==> src/rtl/sys_timer_pkg.sv <==
package sys_timer_pkg;
  typedef enum logic [2:0] {
    A_COUNT   = 3'd0,
    A_ALARM   = 3'd1,
    A_PERIOD  = 3'd2,
    A_PRESC   = 3'd3,
    A_STATUS  = 3'd4,
    A_MSK_SET = 3'd5,
    A_MSK_CLR = 3'd6,
    A_MASK    = 3'd7
  } reg_addr_e;

  localparam int NST      = 4;
  localparam int BIT_PER  = 0;
  localparam int BIT_WDOG = 1;
  localparam int BIT_INC  = 2;
  localparam int BIT_ALM  = 3;
endpackage

==> src/rtl/st_rtc_count.sv <==
module st_rtc_count #(
  parameter int CNT_W   = 20,
  parameter int PRE_W   = 16,
  parameter int PRE_RST = 32768
) (
  input  logic             clk_i,
  input  logic             rst_ni,
  input  logic             tick_i,
  input  logic             pre_we_i,
  input  logic [PRE_W-1:0] pre_wdata_i,
  input  logic             alm_we_i,
  input  logic [CNT_W-1:0] alm_wdata_i,
  output logic [CNT_W-1:0] cnt_o,
  output logic [PRE_W-1:0] pre_o,
  output logic [CNT_W-1:0] alm_o,
  output logic             inc_o,
  output logic             alm_evt_o
);
  localparam logic [PRE_W-1:0] PRE_INIT = PRE_W'(PRE_RST);

  logic [PRE_W-1:0] pre_q, phase_q;
  logic [CNT_W-1:0] cnt_q, alm_q, cnt_nxt;
  logic [PRE_W:0]   phase_nxt;
  logic             roll;

  assign phase_nxt = {1'b0, phase_q} + 1'b1;
  // value 0 treated like 1: every tick rolls
  assign roll      = tick_i && (phase_nxt >= {1'b0, pre_q});
  assign cnt_nxt   = cnt_q + 1'b1;
  assign inc_o     = roll;
  assign alm_evt_o = roll && (cnt_nxt == alm_q);
  assign cnt_o     = cnt_q;
  assign pre_o     = pre_q;
  assign alm_o     = alm_q;

  always_ff @(posedge clk_i or negedge rst_ni) begin
    if (!rst_ni) begin
      pre_q   <= PRE_INIT;
      phase_q <= '0;
      cnt_q   <= '0;
      alm_q   <= '0;
    end else begin
      if (pre_we_i) pre_q <= pre_wdata_i;
      if (alm_we_i) alm_q <= alm_wdata_i;
      if (pre_we_i)  phase_q <= '0;
      else if (tick_i) phase_q <= roll ? '0 : phase_nxt[PRE_W-1:0];
      if (roll) cnt_q <= cnt_nxt;
    end
  end
endmodule

==> src/rtl/st_interval.sv <==
module st_interval #(
  parameter int PER_W = 16
) (
  input  logic             clk_i,
  input  logic             rst_ni,
  input  logic             tick_i,
  input  logic             per_we_i,
  input  logic [PER_W-1:0] per_wdata_i,
  output logic [PER_W-1:0] per_o,
  output logic             evt_o
);
  logic [PER_W-1:0] per_q, down_q;
  logic             armed;

  assign armed = (per_q != '0);
  assign evt_o = tick_i && armed && (down_q <= PER_W'(1));
  assign per_o = per_q;

  always_ff @(posedge clk_i or negedge rst_ni) begin
    if (!rst_ni) begin
      per_q  <= '0;
      down_q <= '0;
    end else if (per_we_i) begin
      per_q  <= per_wdata_i;
      down_q <= per_wdata_i;
    end else if (tick_i && armed) begin
      down_q <= evt_o ? per_q : down_q - 1'b1;
    end
  end
endmodule

==> src/rtl/st_status_irq.sv <==
module st_status_irq #(
  parameter int NST = 4
) (
  input  logic           clk_i,
  input  logic           rst_ni,
  input  logic [NST-1:0] evt_i,
  input  logic           rd_clr_i,
  input  logic           set_we_i,
  input  logic           clr_we_i,
  input  logic [NST-1:0] wdata_i,
  output logic [NST-1:0] st_o,
  output logic [NST-1:0] mask_o,
  output logic           irq_o
);
  logic [NST-1:0] st_q, mask_q;

  for (genvar b = 0; b < NST; b++) begin : g_bit
    always_ff @(posedge clk_i or negedge rst_ni) begin
      if (!rst_ni) begin
        st_q[b]   <= 1'b0;
        mask_q[b] <= 1'b0;
      end else begin
        // same-cycle event wins over the read clear
        st_q[b] <= (st_q[b] && !rd_clr_i) || evt_i[b];
        if (set_we_i && wdata_i[b])      mask_q[b] <= 1'b1;
        else if (clr_we_i && wdata_i[b]) mask_q[b] <= 1'b0;
      end
    end
  end

  assign st_o   = st_q;
  assign mask_o = mask_q;
  assign irq_o  = |(st_q & mask_q);
endmodule

==> src/rtl/sys_timer.sv <==
module sys_timer
  import sys_timer_pkg::*;
#(
  parameter int CNT_W   = 20,
  parameter int PRE_W   = 16,
  parameter int PRE_RST = 32768,
  parameter int PER_W   = 16,
  parameter int DW      = 32
) (
  input  logic          clk_i,
  input  logic          rst_ni,
  input  logic          tick_i,
  input  logic          wr_i,
  input  logic          rd_i,
  input  logic [2:0]    addr_i,
  input  logic [DW-1:0] wdata_i,
  output logic [DW-1:0] rdata_o,
  output logic          irq_o
);
  reg_addr_e        ra;
  logic [CNT_W-1:0] cnt_w, alm_w;
  logic [PRE_W-1:0] pre_w;
  logic [PER_W-1:0] per_w;
  logic [NST-1:0]   st_w, mask_w, evt_w;
  logic             inc_w, alm_evt_w, per_evt_w;
  logic             unused_wdata;

  assign ra           = reg_addr_e'(addr_i);
  assign unused_wdata = ^wdata_i;

  st_rtc_count #(.CNT_W(CNT_W), .PRE_W(PRE_W), .PRE_RST(PRE_RST)) u_rtc (
    .clk_i      (clk_i),
    .rst_ni     (rst_ni),
    .tick_i     (tick_i),
    .pre_we_i   (wr_i && ra == A_PRESC),
    .pre_wdata_i(wdata_i[PRE_W-1:0]),
    .alm_we_i   (wr_i && ra == A_ALARM),
    .alm_wdata_i(wdata_i[CNT_W-1:0]),
    .cnt_o      (cnt_w),
    .pre_o      (pre_w),
    .alm_o      (alm_w),
    .inc_o      (inc_w),
    .alm_evt_o  (alm_evt_w)
  );

  st_interval #(.PER_W(PER_W)) u_pit (
    .clk_i      (clk_i),
    .rst_ni     (rst_ni),
    .tick_i     (tick_i),
    .per_we_i   (wr_i && ra == A_PERIOD),
    .per_wdata_i(wdata_i[PER_W-1:0]),
    .per_o      (per_w),
    .evt_o      (per_evt_w)
  );

  always_comb begin
    evt_w           = '0;
    evt_w[BIT_PER]  = per_evt_w;
    evt_w[BIT_WDOG] = 1'b0;
    evt_w[BIT_INC]  = inc_w;
    evt_w[BIT_ALM]  = alm_evt_w;
  end

  st_status_irq #(.NST(NST)) u_stat (
    .clk_i   (clk_i),
    .rst_ni  (rst_ni),
    .evt_i   (evt_w),
    .rd_clr_i(rd_i && ra == A_STATUS),
    .set_we_i(wr_i && ra == A_MSK_SET),
    .clr_we_i(wr_i && ra == A_MSK_CLR),
    .wdata_i (wdata_i[NST-1:0]),
    .st_o    (st_w),
    .mask_o  (mask_w),
    .irq_o   (irq_o)
  );

  always_comb begin
    rdata_o = '0;
    unique case (ra)
      A_COUNT:  rdata_o = DW'(cnt_w);
      A_ALARM:  rdata_o = DW'(alm_w);
      A_PERIOD: rdata_o = DW'(per_w);
      A_PRESC:  rdata_o = DW'(pre_w);
      A_STATUS: rdata_o = DW'(st_w);
      A_MASK:   rdata_o = DW'(mask_w);
      default:  rdata_o = '0;
    endcase
  end
endmodule

==> config.mk <==
export PLATFORM = sky130hd
export DESIGN_NAME = sys_timer
export DESIGN_NICKNAME = d
export VERILOG_FILES = /design/src/rtl/sys_timer_pkg.sv /design/src/rtl/st_rtc_count.sv /design/src/rtl/st_interval.sv /design/src/rtl/st_status_irq.sv /design/src/rtl/sys_timer.sv
export SDC_FILE = /design/constraint.sdc
export NUM_CORES = 1
export LEC_CHECK = 0
export ABC_AREA = 1
export BUFFER_PORTS_ARGS = -buffer_cell sky130_fd_sc_hd__buf_2
export CORE_AREA = 2 2 198 103
export CTS_CLUSTER_DIAMETER = 100
export CTS_CLUSTER_SIZE = 14
export DETAILED_ROUTE_END_ITERATION = 10
export DIE_AREA = 0 0 200 105
export PLACE_DENSITY_LB_ADDON = 0.08
export SKIP_CTS_REPAIR_TIMING = 1
export SYNTH_ARGS = -nofsm -noshare
export SYNTH_HDL_FRONTEND = slang
export SYNTH_HIERARCHICAL = 1
export SYNTH_SLANG_ARGS = --single-unit
==> constraint.sdc <==
create_clock -name clk_i -period 3.15 [get_ports clk_i]
set_clock_uncertainty 0.15 [all_clocks]
set_input_delay 0.315 -clock clk_i [delete_from_list [all_inputs] [get_ports clk_i]]
set_output_delay 0.315 -clock clk_i [all_outputs]
set_load 0.03 [all_outputs]
# Word level (Yosys, flattened, before mapping)
# Cells that the tools add are included.
[op_classes] addsub=3 reduce_logical=35 n_mux=15 n_eq_ne=8 n_bitwise=1 magnitude_cmp=2
[ops] op="$pmux 20 s6" n=1
[ops] op="$mux 16" n=6
[ops] op="$logic_and 1x1->1" n=22
[ops] op="$add 20x1->20 const B" n=1
[ops] op="$eq 20x20->1" n=1
[ops] op="$add 16x1->17 const B" n=1
[ops] op="$ge 17x16->1" n=1
[ops] op="$le 16x1->1 const B" n=1
[ops] op="$reduce_bool 16->1" n=1
[ops] op="$sub 16x1->16 const B" n=1
[ops] op="$eq 3x3->1 const B" n=4
[ops] op="$reduce_bool 2->1" n=6
[ops] op="$mux 1" n=8
[ops] op="$eq 3x2->1 const B" n=2
[ops] op="$and 4x4->4" n=1
[ops] op="$reduce_or 4->1" n=1
[ops] op="$eq 3x1->1 const B" n=1
[ops] op="$logic_not 3->1" n=1
[ops] op="$logic_or 1x1->1" n=3
[ops] op="$logic_not 1->1" n=1
[totals] inputBits=40 register_bits=112 output_inout_bits=33

# Logic depth before layout (Yosys ltp)
# Gate-level depths: netlist of the first run.
[depth] ltp_word=6 mapped_depth=22

# Cells and area by module
# The synthesis of the first run kept the hierarchy.
[by_module_without_submodules] module="st_rtc_count" instances=1 cells_each=583 area_per_inst_um2=4377.9 seq_area_each_um2=1803.0
[by_module_without_submodules] module="st_interval" instances=1 cells_each=308 area_per_inst_um2=2060.7 seq_area_each_um2=800.8
[by_module_without_submodules] module="sys_timer" instances=1 cells_each=163 area_per_inst_um2=824.5 seq_area_each_um2=0.0
[by_module_without_submodules] module="st_status_irq" instances=1 cells_each=41 area_per_inst_um2=339.1 seq_area_each_um2=200.2

# Worst setup path after synthesis of the first run
# Ideal clock, no wire load.
[synth_timing] path_kind="flip-flop to flip-flop" start="register u_rtc.phase_q[0]" end="register u_stat.st_q[3] (netlist: u_stat/st_o[3])" path_stages_with_launch=22 period_less_slack_ps=2673 setup_ps=124 t_arrival_ps=2399 path_buffers=0 slack_ps=477 cell_sequence="dfrtp_1 -> nand3_1 -> nor2_2 -> nand2_1 -> nor2_2 -> nand2_1 -> nor2_1 -> xor2_1 -> inv_1 -> ha_1 -> nand2_1 -> o21bai_1 -> nand2_1 -> nand2_1 -> nand3_1 -> nor2_1 -> nand2_1 -> nand2_4 -> inv_2 -> nand3_1 -> nor2_2 -> o21bai_1"
[synth_via] elab_chain_cells=5
[synth_rtl] item="start, declared" line="st_rtc_count.sv:21" rtl="logic [PRE_W-1:0] pre_q, phase_q;"
[synth_rtl] item="start signal, assigned" line="st_rtc_count.sv:46" rtl="else if (tick_i) phase_q <= roll ? '0 : phase_nxt[PRE_W-1:0];"
[synth_rtl] item="$add 16x1->17" line="st_rtc_count.sv:26" rtl="assign phase_nxt = {1'b0, phase_q} + 1'b1;"
[synth_rtl] item="$ge 17x16->1" line="st_rtc_count.sv:28" rtl="assign roll = tick_i && (phase_nxt >= {1'b0, pre_q});"
[synth_rtl] item="$logic_and 1x1->1" line="st_rtc_count.sv:28"
[synth_rtl] item="net inc_w" line="sys_timer.sv:25" rtl="logic inc_w, alm_evt_w, per_evt_w;"
[synth_rtl] item="$logic_and 1x1->1" line="st_rtc_count.sv:31" rtl="assign alm_evt_o = roll && (cnt_nxt == alm_q);"
[synth_rtl] item="net alm_evt_w" line="sys_timer.sv:25"
[synth_rtl] item="$logic_or 1x1->1" line="st_status_irq.sv:24" rtl="st_q[b] <= (st_q[b] && !rd_clr_i) || evt_i[b];"
[synth_rtl] item="end signal, assigned by index" line="st_status_irq.sv:24"
[synth_rtl] item="end, declared" line="st_status_irq.sv:15" rtl="logic [NST-1:0] st_q, mask_q;"
# The timed path passes the listed nets, and every way through them passes these cells.
# A chain may end at the register's enable or synchronous reset.

# Worst setup path in the final report of the first run
[layout_timing] start="register u_rtc.phase_q[2]" end="register u_rtc.phase_q[7]"
[layout_via] elab_chain_cells=6
[layout_rtl] item="$add 16x1->17 (*)" line="st_rtc_count.sv:26"
[layout_rtl] item="$ge 17x16->1" line="st_rtc_count.sv:28"
[layout_rtl] item="$logic_and 1x1->1" line="st_rtc_count.sv:28"
[layout_rtl] item="$mux 16 (*) (2 in series)" line="st_rtc_count.sv:46"
[layout_rtl] item="$mux 16 (*)" line="st_rtc_count.sv:45" rtl="if (pre_we_i) phase_q <= '0;"
# Every way passes the cells marked *; elsewhere a longest branch is shown, timed or not. The select of a mux whose other input is x is not followed.

==> results by group, run 1 <==
Placed design
  – Post-DP Area: 8160 um^2
  – Routability Congestion: 0.837
  – I/O Buffers: 48
  – Placement Setup Slack: approximately 0.024 ns
  – Dpl hpwl: 17.9 mm

GRT
  – Largest net degree at the start of global routing: 68
  – Initial antenna violation count: 0
  – First-pass GRT wire length: 37.5 mm
  – GR Overflow Total: 0
  – Gr usage total: about a quarter
  – Number of global-route vias before repair: 6415

Critical path
  – Crit path kind: reg -> reg
  – Critical Path AT: 3.11 ns
  – CP Max Fanout: 6
  – Crit end category: flop
  – Req. time, crit path: 3.25 ns
  – Startpoint Class: flop

Die
  – Top Ports: 73
  – Die X: 200 um
  – Initial Utilization: between 30% and 40%
  – Area of the core: 19100 um^2
  – Die area: 21000 um^2
  – Number of cell rows: 36
  – Die H: around 110 um

Timing
  – Fin worst setup slack: 0.142 ns
  – Slew HR: 52.5%
  – WHS: -0.00391 ns
  – Max-slew violation count: 0
  – Slew @ Worst Pin: 0.711 ns
  – Crit path time final: approximately 3.0 ns
  – Final setup violation count: 0
  – Final hold viol count: 3
  – Max Clock Freq: 0.332 GHz
  – Final Cycle Share: a little over nine tenths

Job
  – Max Cap Violations: 0

Yosys
  – EDFF count, synth: 0
  – Post-synthesis cell count: roughly 1100
  – Ys async rst share: 100%
  – Synth Flop Type: dfrtp_1
  – Count of cell types in the netlist: 41
  – Ys Warns: 6
  – Register area share after synthesis: 36.9%
  – Cell area after synthesis: 7600 um^2
  – Yosys reg bits: 112
  – Mean Syn Cell Area: 6.94 um^2

Detailed routing
  – Remaining DRCs: 0
  – ANT nets after route: 0
  – Initial drt markers: 608
  – Vias per inst: between 5 and 6
  – DR vias: just over 7000
  – Final wirelength: 23.7 mm
  – Wire per inst: 16.7 um
  – Initial DRT Pass Iterations: 5

Clocking
  – Worst-case clock buffer depth: 2
  – Worst-skew pair later-pin latency: 0.38 ns
  – Clock slew at reported path FFs: 0.09 ns
  – H-tree levels: 3
  – Clock sink total: approximately 110
  – CTS tree: built
  – Total clock buffers created by CTS: 9
  – Root buffer cell: clkbuf_16

Layout
  – Area of the multi-input gates: 4270 um^2
  – Most frequent cells in the layout: 344 x nand2_1, 115 x inv_1, 109 x dfrtp_1
  – Nets@finish: 1209
  – FF/Latch Area: 2810 um^2
  – Fillers: about 2000
  – Layout cells sized above 1: 15.9%
  – Commonest non-fill, non-tap cell in the layout: nand2_1
  – Synthesis-to-layout area growth: 14.7%
  – Design area: 8720 um^2

Pwr
  – PwrDens: 576 nW/um^2
  – Worst VDD drop: 0.271 mV
  – Tot Pwr: 0.00502 W
  – Pleak: 4.33 nW

Run status
  – Status: finished with violations
  – Failing checks: negative hold slack

Min path
  – Hold Path Class: in -> reg
critical path, stage by stage, from the launching register on:
cell     delay (ns)
dfrtp_1        0.40
nand3_2        0.12
nor2_4         0.16
nand2_4        0.07
nor2_4         0.19
and3_1         0.20
xnor2_1        0.16
inv_1          0.11
ha_4           0.30
nand2_1        0.05
nor2_1         0.11
nand4_1        0.12
nand3_1        0.11
nor2_2         0.05
nand2_2        0.07
nand2_4        0.09
buf_4          0.15
buf_4          0.14
nand3_1        0.07
o21ai_0        0.07
metal layers:
| layer | track usage (%) | part of all wire [%] | vias up | routed length (um) |
|---|---|---|---|---|
| met5 | 0 | 0 | - | 0 |
| met1 | 40.5 | 56 | 3400 | 13300 |
| met2 | 28.8 | 37 | 185 | 8650 |
| met4 | 4.44 | 0.71 | 0 | 169 |
| li1 | - | - | 3593 | - |
| met3 | 4.16 | 6.4 | 15 | 1510 |
power by group:
| part | total [W] | switching (W) | internal [W] |
|---|---|---|---|
| Clock | 0.00131 | 0.000589 | 0.000722 |
| Combinational | 0.00165 | 0.00105 | 0.000601 |
| Sequential | 0.00206 | 0.000326 | 0.00174 |
cells by family after synthesis:
kind of cell             Yosys count  share of synthesized area, %
adder cells (fa/ha/maj)           20                          3.29
buffers and inverters            177                          10.0
AO/OA/AOI/OAI                    127                          9.04
other                              1                        0.0493
multiplexers                       6                         0.872
XOR/XNOR                          29                          3.52
AND/OR/NAND/NOR                  623                          36.3
flip-flops                       112                          36.9
path summary, 6_finish.rpt:
kind / startpoint / to / slack [ns] / cells after the start
max: u_rtc/phase_q[2]$_DFFE_PN0P_ / u_rtc/phase_q[7]$_DFFE_PN0P_ / 0.14 / 19
min reg2reg: u_stat/mask_o[0]$_DFFE_PN0P_ / u_stat/mask_o[0]$_DFFE_PN0P_ / 0.36 / 2
max in group asynchronous: rst_ni / u_rtc/alm_o[7]$_DFFE_PN0P_ / 1.93 / 3
min: wdata_i[16] / u_rtc/alm_o[16]$_DFFE_PN0P_ / -0.004 / 3
min in group asynchronous: rst_ni / u_rtc/alm_o[18]$_DFFE_PN0P_ / 0.23 / 2
max reg2reg: u_rtc/phase_q[2]$_DFFE_PN0P_ / u_rtc/phase_q[7]$_DFFE_PN0P_ / 0.14 / 19
Yosys cell counts, drive strengths merged, types with 8 or more instances:
master	count	area, um^2
dfrtp	111	2780
o21bai	13	101
nand2	362	1400
nor2	115	536
inv	127	477
nor3	12	70.1
ha	20	250
nand4	38	238
buf	33	220
nand3	90	480
o21ai	85	429
clkbuf	16	60.1
xor2	20	175
xnor2	8	70.1
a21oi	23	115
per-stage QoR:
stage	hold slack (ns)	util [%]	TNS, ns	std cells
global placement	0.0885	42.6	0	1397
floorplan	-0.131	-	0	1107
detailed placement	0.0876	42.6	0	1397
finish	-0.00391	45.6	0	1421
global route	0.00620	45.5	-0.0387	1420
CTS	-0.315	44.3	-0.0530	1413
sequential cells by signal (all words and copies together) (netlist names):
| register | flops |
|---|---|
| u_stat/mask_o | 4 |
| u_rtc/pre_o | 16 |
| u_rtc/alm_o | 20 |
| u_pit/per_o | 16 |
| u_rtc/phase_q | 16 |
| u_pit/down_q | 16 |
| u_rtc/cnt_o | 20 |
| u_stat/st_o | 4 |
final cells by class:
| type | count | share of cell area [%] |
|---|---|---|
| clock buffer | 11 | 2.78 |
| antenna | 1 | 0.0287 |
| clock inverter | 5 | 0.904 |
| inverter | 128 | 5.51 |
| tap | 266 | 3.82 |
| multi-input combinational | 818 | 48.9 |
| sequential | 112 | 32.2 |
| timing repair buffer | 80 | 5.84 |
Note: power is estimated with default switching activity, not from simulation.
==> run 2, diff against run 1 <==
--- a/config.mk
+++ b/config.mk
@@ -13,6 +13,7 @@
 export DETAILED_ROUTE_END_ITERATION = 10
 export DIE_AREA = 0 0 200 105
 export PLACE_DENSITY_LB_ADDON = 0.08
+export SETUP_SLACK_MARGIN = 0.2
 export SKIP_CTS_REPAIR_TIMING = 1
 export SYNTH_ARGS = -nofsm -noshare
 export SYNTH_HDL_FRONTEND = slang
==> results by group, run 2 (synthesis gave the netlist of run 1 again) <==
Run status
  – Status: finished with violations
  – Failing checks: negative hold slack

Critical path
  – Startpoint Class: flop
  – Crit end category: flop
  – FF-to-FF setup slack: 0.1 ns
  – Critical Path AT: 3.16 ns
  – Worst R2R Path Depth: 19
  – Crit path kind: reg -> reg
  – CP Max Fanout: 6
  – Req. time, crit path: 3.26 ns

Timing
  – Crit path time final: a little over 3 ns
  – WHS: -0.00810 ns
  – Final Cycle Share: 96.9%
  – Max-slew violation count: 0
  – Slew @ Worst Pin: 0.710 ns
  – Final setup violation count: 0
  – Final hold viol count: 3
  – Setup TNS Final: 0 ns
  – RSZ-0062 raised after global routing: true
  – Max Clock Freq: 0.328 GHz
  – Slew HR: 52.6%

GRT
  – Initial antenna violation count: 0
  – Gr usage total: a little under a quarter
  – Number of global-route vias before repair: 6415
  – Largest net degree at the start of global routing: 68
  – First-pass GRT wire length: 37.5 mm
  – GR Overflow Total: 0

Pwr
  – Pleak: 4.34 nW
  – Worst VDD drop: 0.273 mV
  – PwrDens: 575 nW/um^2

Clocking
  – Clock slew at reported path FFs: approximately 0.080 ns
  – Clock sink total: 112
  – CTS tree: built
  – H-tree levels: 3
  – Root buffer cell: clkbuf_16
  – Total clock buffers created by CTS: 9
  – Worst-skew pair later-pin latency: 0.38 ns
  – Worst-case clock buffer depth: 2

Detailed routing
  – Remaining DRCs: 0
  – Initial drt markers: 678
  – ANT nets after route: 0
  – Final wirelength: between 20 and 25 mm
  – Wire per inst: approximately 17 um
  – DR vias: 7172
  – Vias per inst: 5.05
  – Initial DRT Pass Iterations: 5

Placed design
  – Routability Congestion: ~0.84
  – Post-DP Area: 8160 um^2
  – I/O Buffers: 48
  – Dpl hpwl: 17.9 mm

Job
  – Max Cap Violations: 0

Min path
  – Hold Path Class: in -> reg
  – Hold path cells: 3

Layout
  – Fillers: 2011
  – FF/Latch Area: 2810 um^2
  – Design area: 8670 um^2
  – Area of the multi-input gates: 4210 um^2
  – Synthesis-to-layout area growth: 14.1%
  – Nets@finish: 1209
  – Layout cells sized above 1: 15.1%
  – Most frequent cells in the layout: 347 x nand2_1, 117 x inv_1, 110 x dfrtp_1
  – Commonest non-fill, non-tap cell in the layout: nand2_1

Die
  – Die area: 21000 um^2
  – Area of the core: 19100 um^2
  – Number of cell rows: 36
  – Top Ports: between 70 and 80
  – Die H: 105 um
  – Initial Utilization: 39.7%
  – Die X: 200 um
run 2: cell types whose count changed in the layout (fill, tap and decap cells not counted), moves of 3 or more:
cell | before | now
o21ai_1 | 12 | 15
ha_1 | 16 | 19
ha_4 | 3 | 0
o21ai_0 | 72 | 68
nand2_1 | 344 | 347
run 2: power breakdown:
part	switching [W]	internal (W)
clock	0.000589	0.000721
combinational	0.00103	0.000588
sequential	0.000324	0.00174
total	0.00194	0.00305
run 2: metal layers:
| metal | global-route usage (%) | wire length [um] | up-vias |
|---|---|---|---|
| met1 | 40.5 | 13300 | 3378 |
| met3 | 4.16 | 1470 | 13 |
| met4 | 4.44 | 167 | 0 |
| met2 | 28.8 | 8700 | 183 |
| met5 | 0 | 0 | - |
| li1 | - | - | 3598 |
run 2: final timing paths:
check                                                  start                       endpoint
worst max-delay path            u_rtc/phase_q[0]$_DFFE_PN0P_  u_rtc/phase_q[13]$_DFFE_PN0P_
worst min-delay path                             wdata_i[16]    u_rtc/alm_o[16]$_DFFE_PN0P_
worst max register to register  u_rtc/phase_q[0]$_DFFE_PN0P_  u_rtc/phase_q[13]$_DFFE_PN0P_
worst min register to register  u_stat/mask_o[0]$_DFFE_PN0P_   u_stat/mask_o[0]$_DFFE_PN0P_
max in group asynchronous                             rst_ni     u_rtc/alm_o[7]$_DFFE_PN0P_
min in group asynchronous                             rst_ni    u_rtc/alm_o[18]$_DFFE_PN0P_
run 2: critical path, stage by stage (launching register included):
cell     delay, ns
dfrtp_1       0.41
nand3_2       0.12
nor2_4        0.15
nand2_4       0.07
nor2_4        0.19
and3_1        0.20
xnor2_1       0.16
inv_1         0.07
ha_1          0.35
nand2_1       0.07
nor2_1        0.11
nand4_1       0.11
nand3_1       0.09
nor2_1        0.05
nand2_1       0.10
nand2_4       0.10
buf_4         0.15
buf_4         0.14
nand3_1       0.09
o21ai_2       0.06
run 2: area by class of cell:
class                   count  area share [%]
clock buffers              11            2.80
flip-flops and latches    112            32.3
well taps                 266            3.84
diodes                      1          0.0289
repair buffers             80            5.96
multi-input cells         818            48.6
clock inverters             5           0.909
inverters                 128            5.54
run 2: stage by stage:
stage                     worst slack [ns]  total power, W  util (%)  instances  hold slack, ns
final                               0.0981         0.00499      45.3       1421        -0.00810
after global routing                -0.106         0.00533      45.3       1420         0.00620
after CTS                          -0.0339         0.00494      44.3       1413          -0.315
after detailed placement            0.0238         0.00361      42.6       1397          0.0876
after global placement              0.0682         0.00360      42.6       1397          0.0885
after floorplan                      0.477         0.00312         -       1107          -0.131
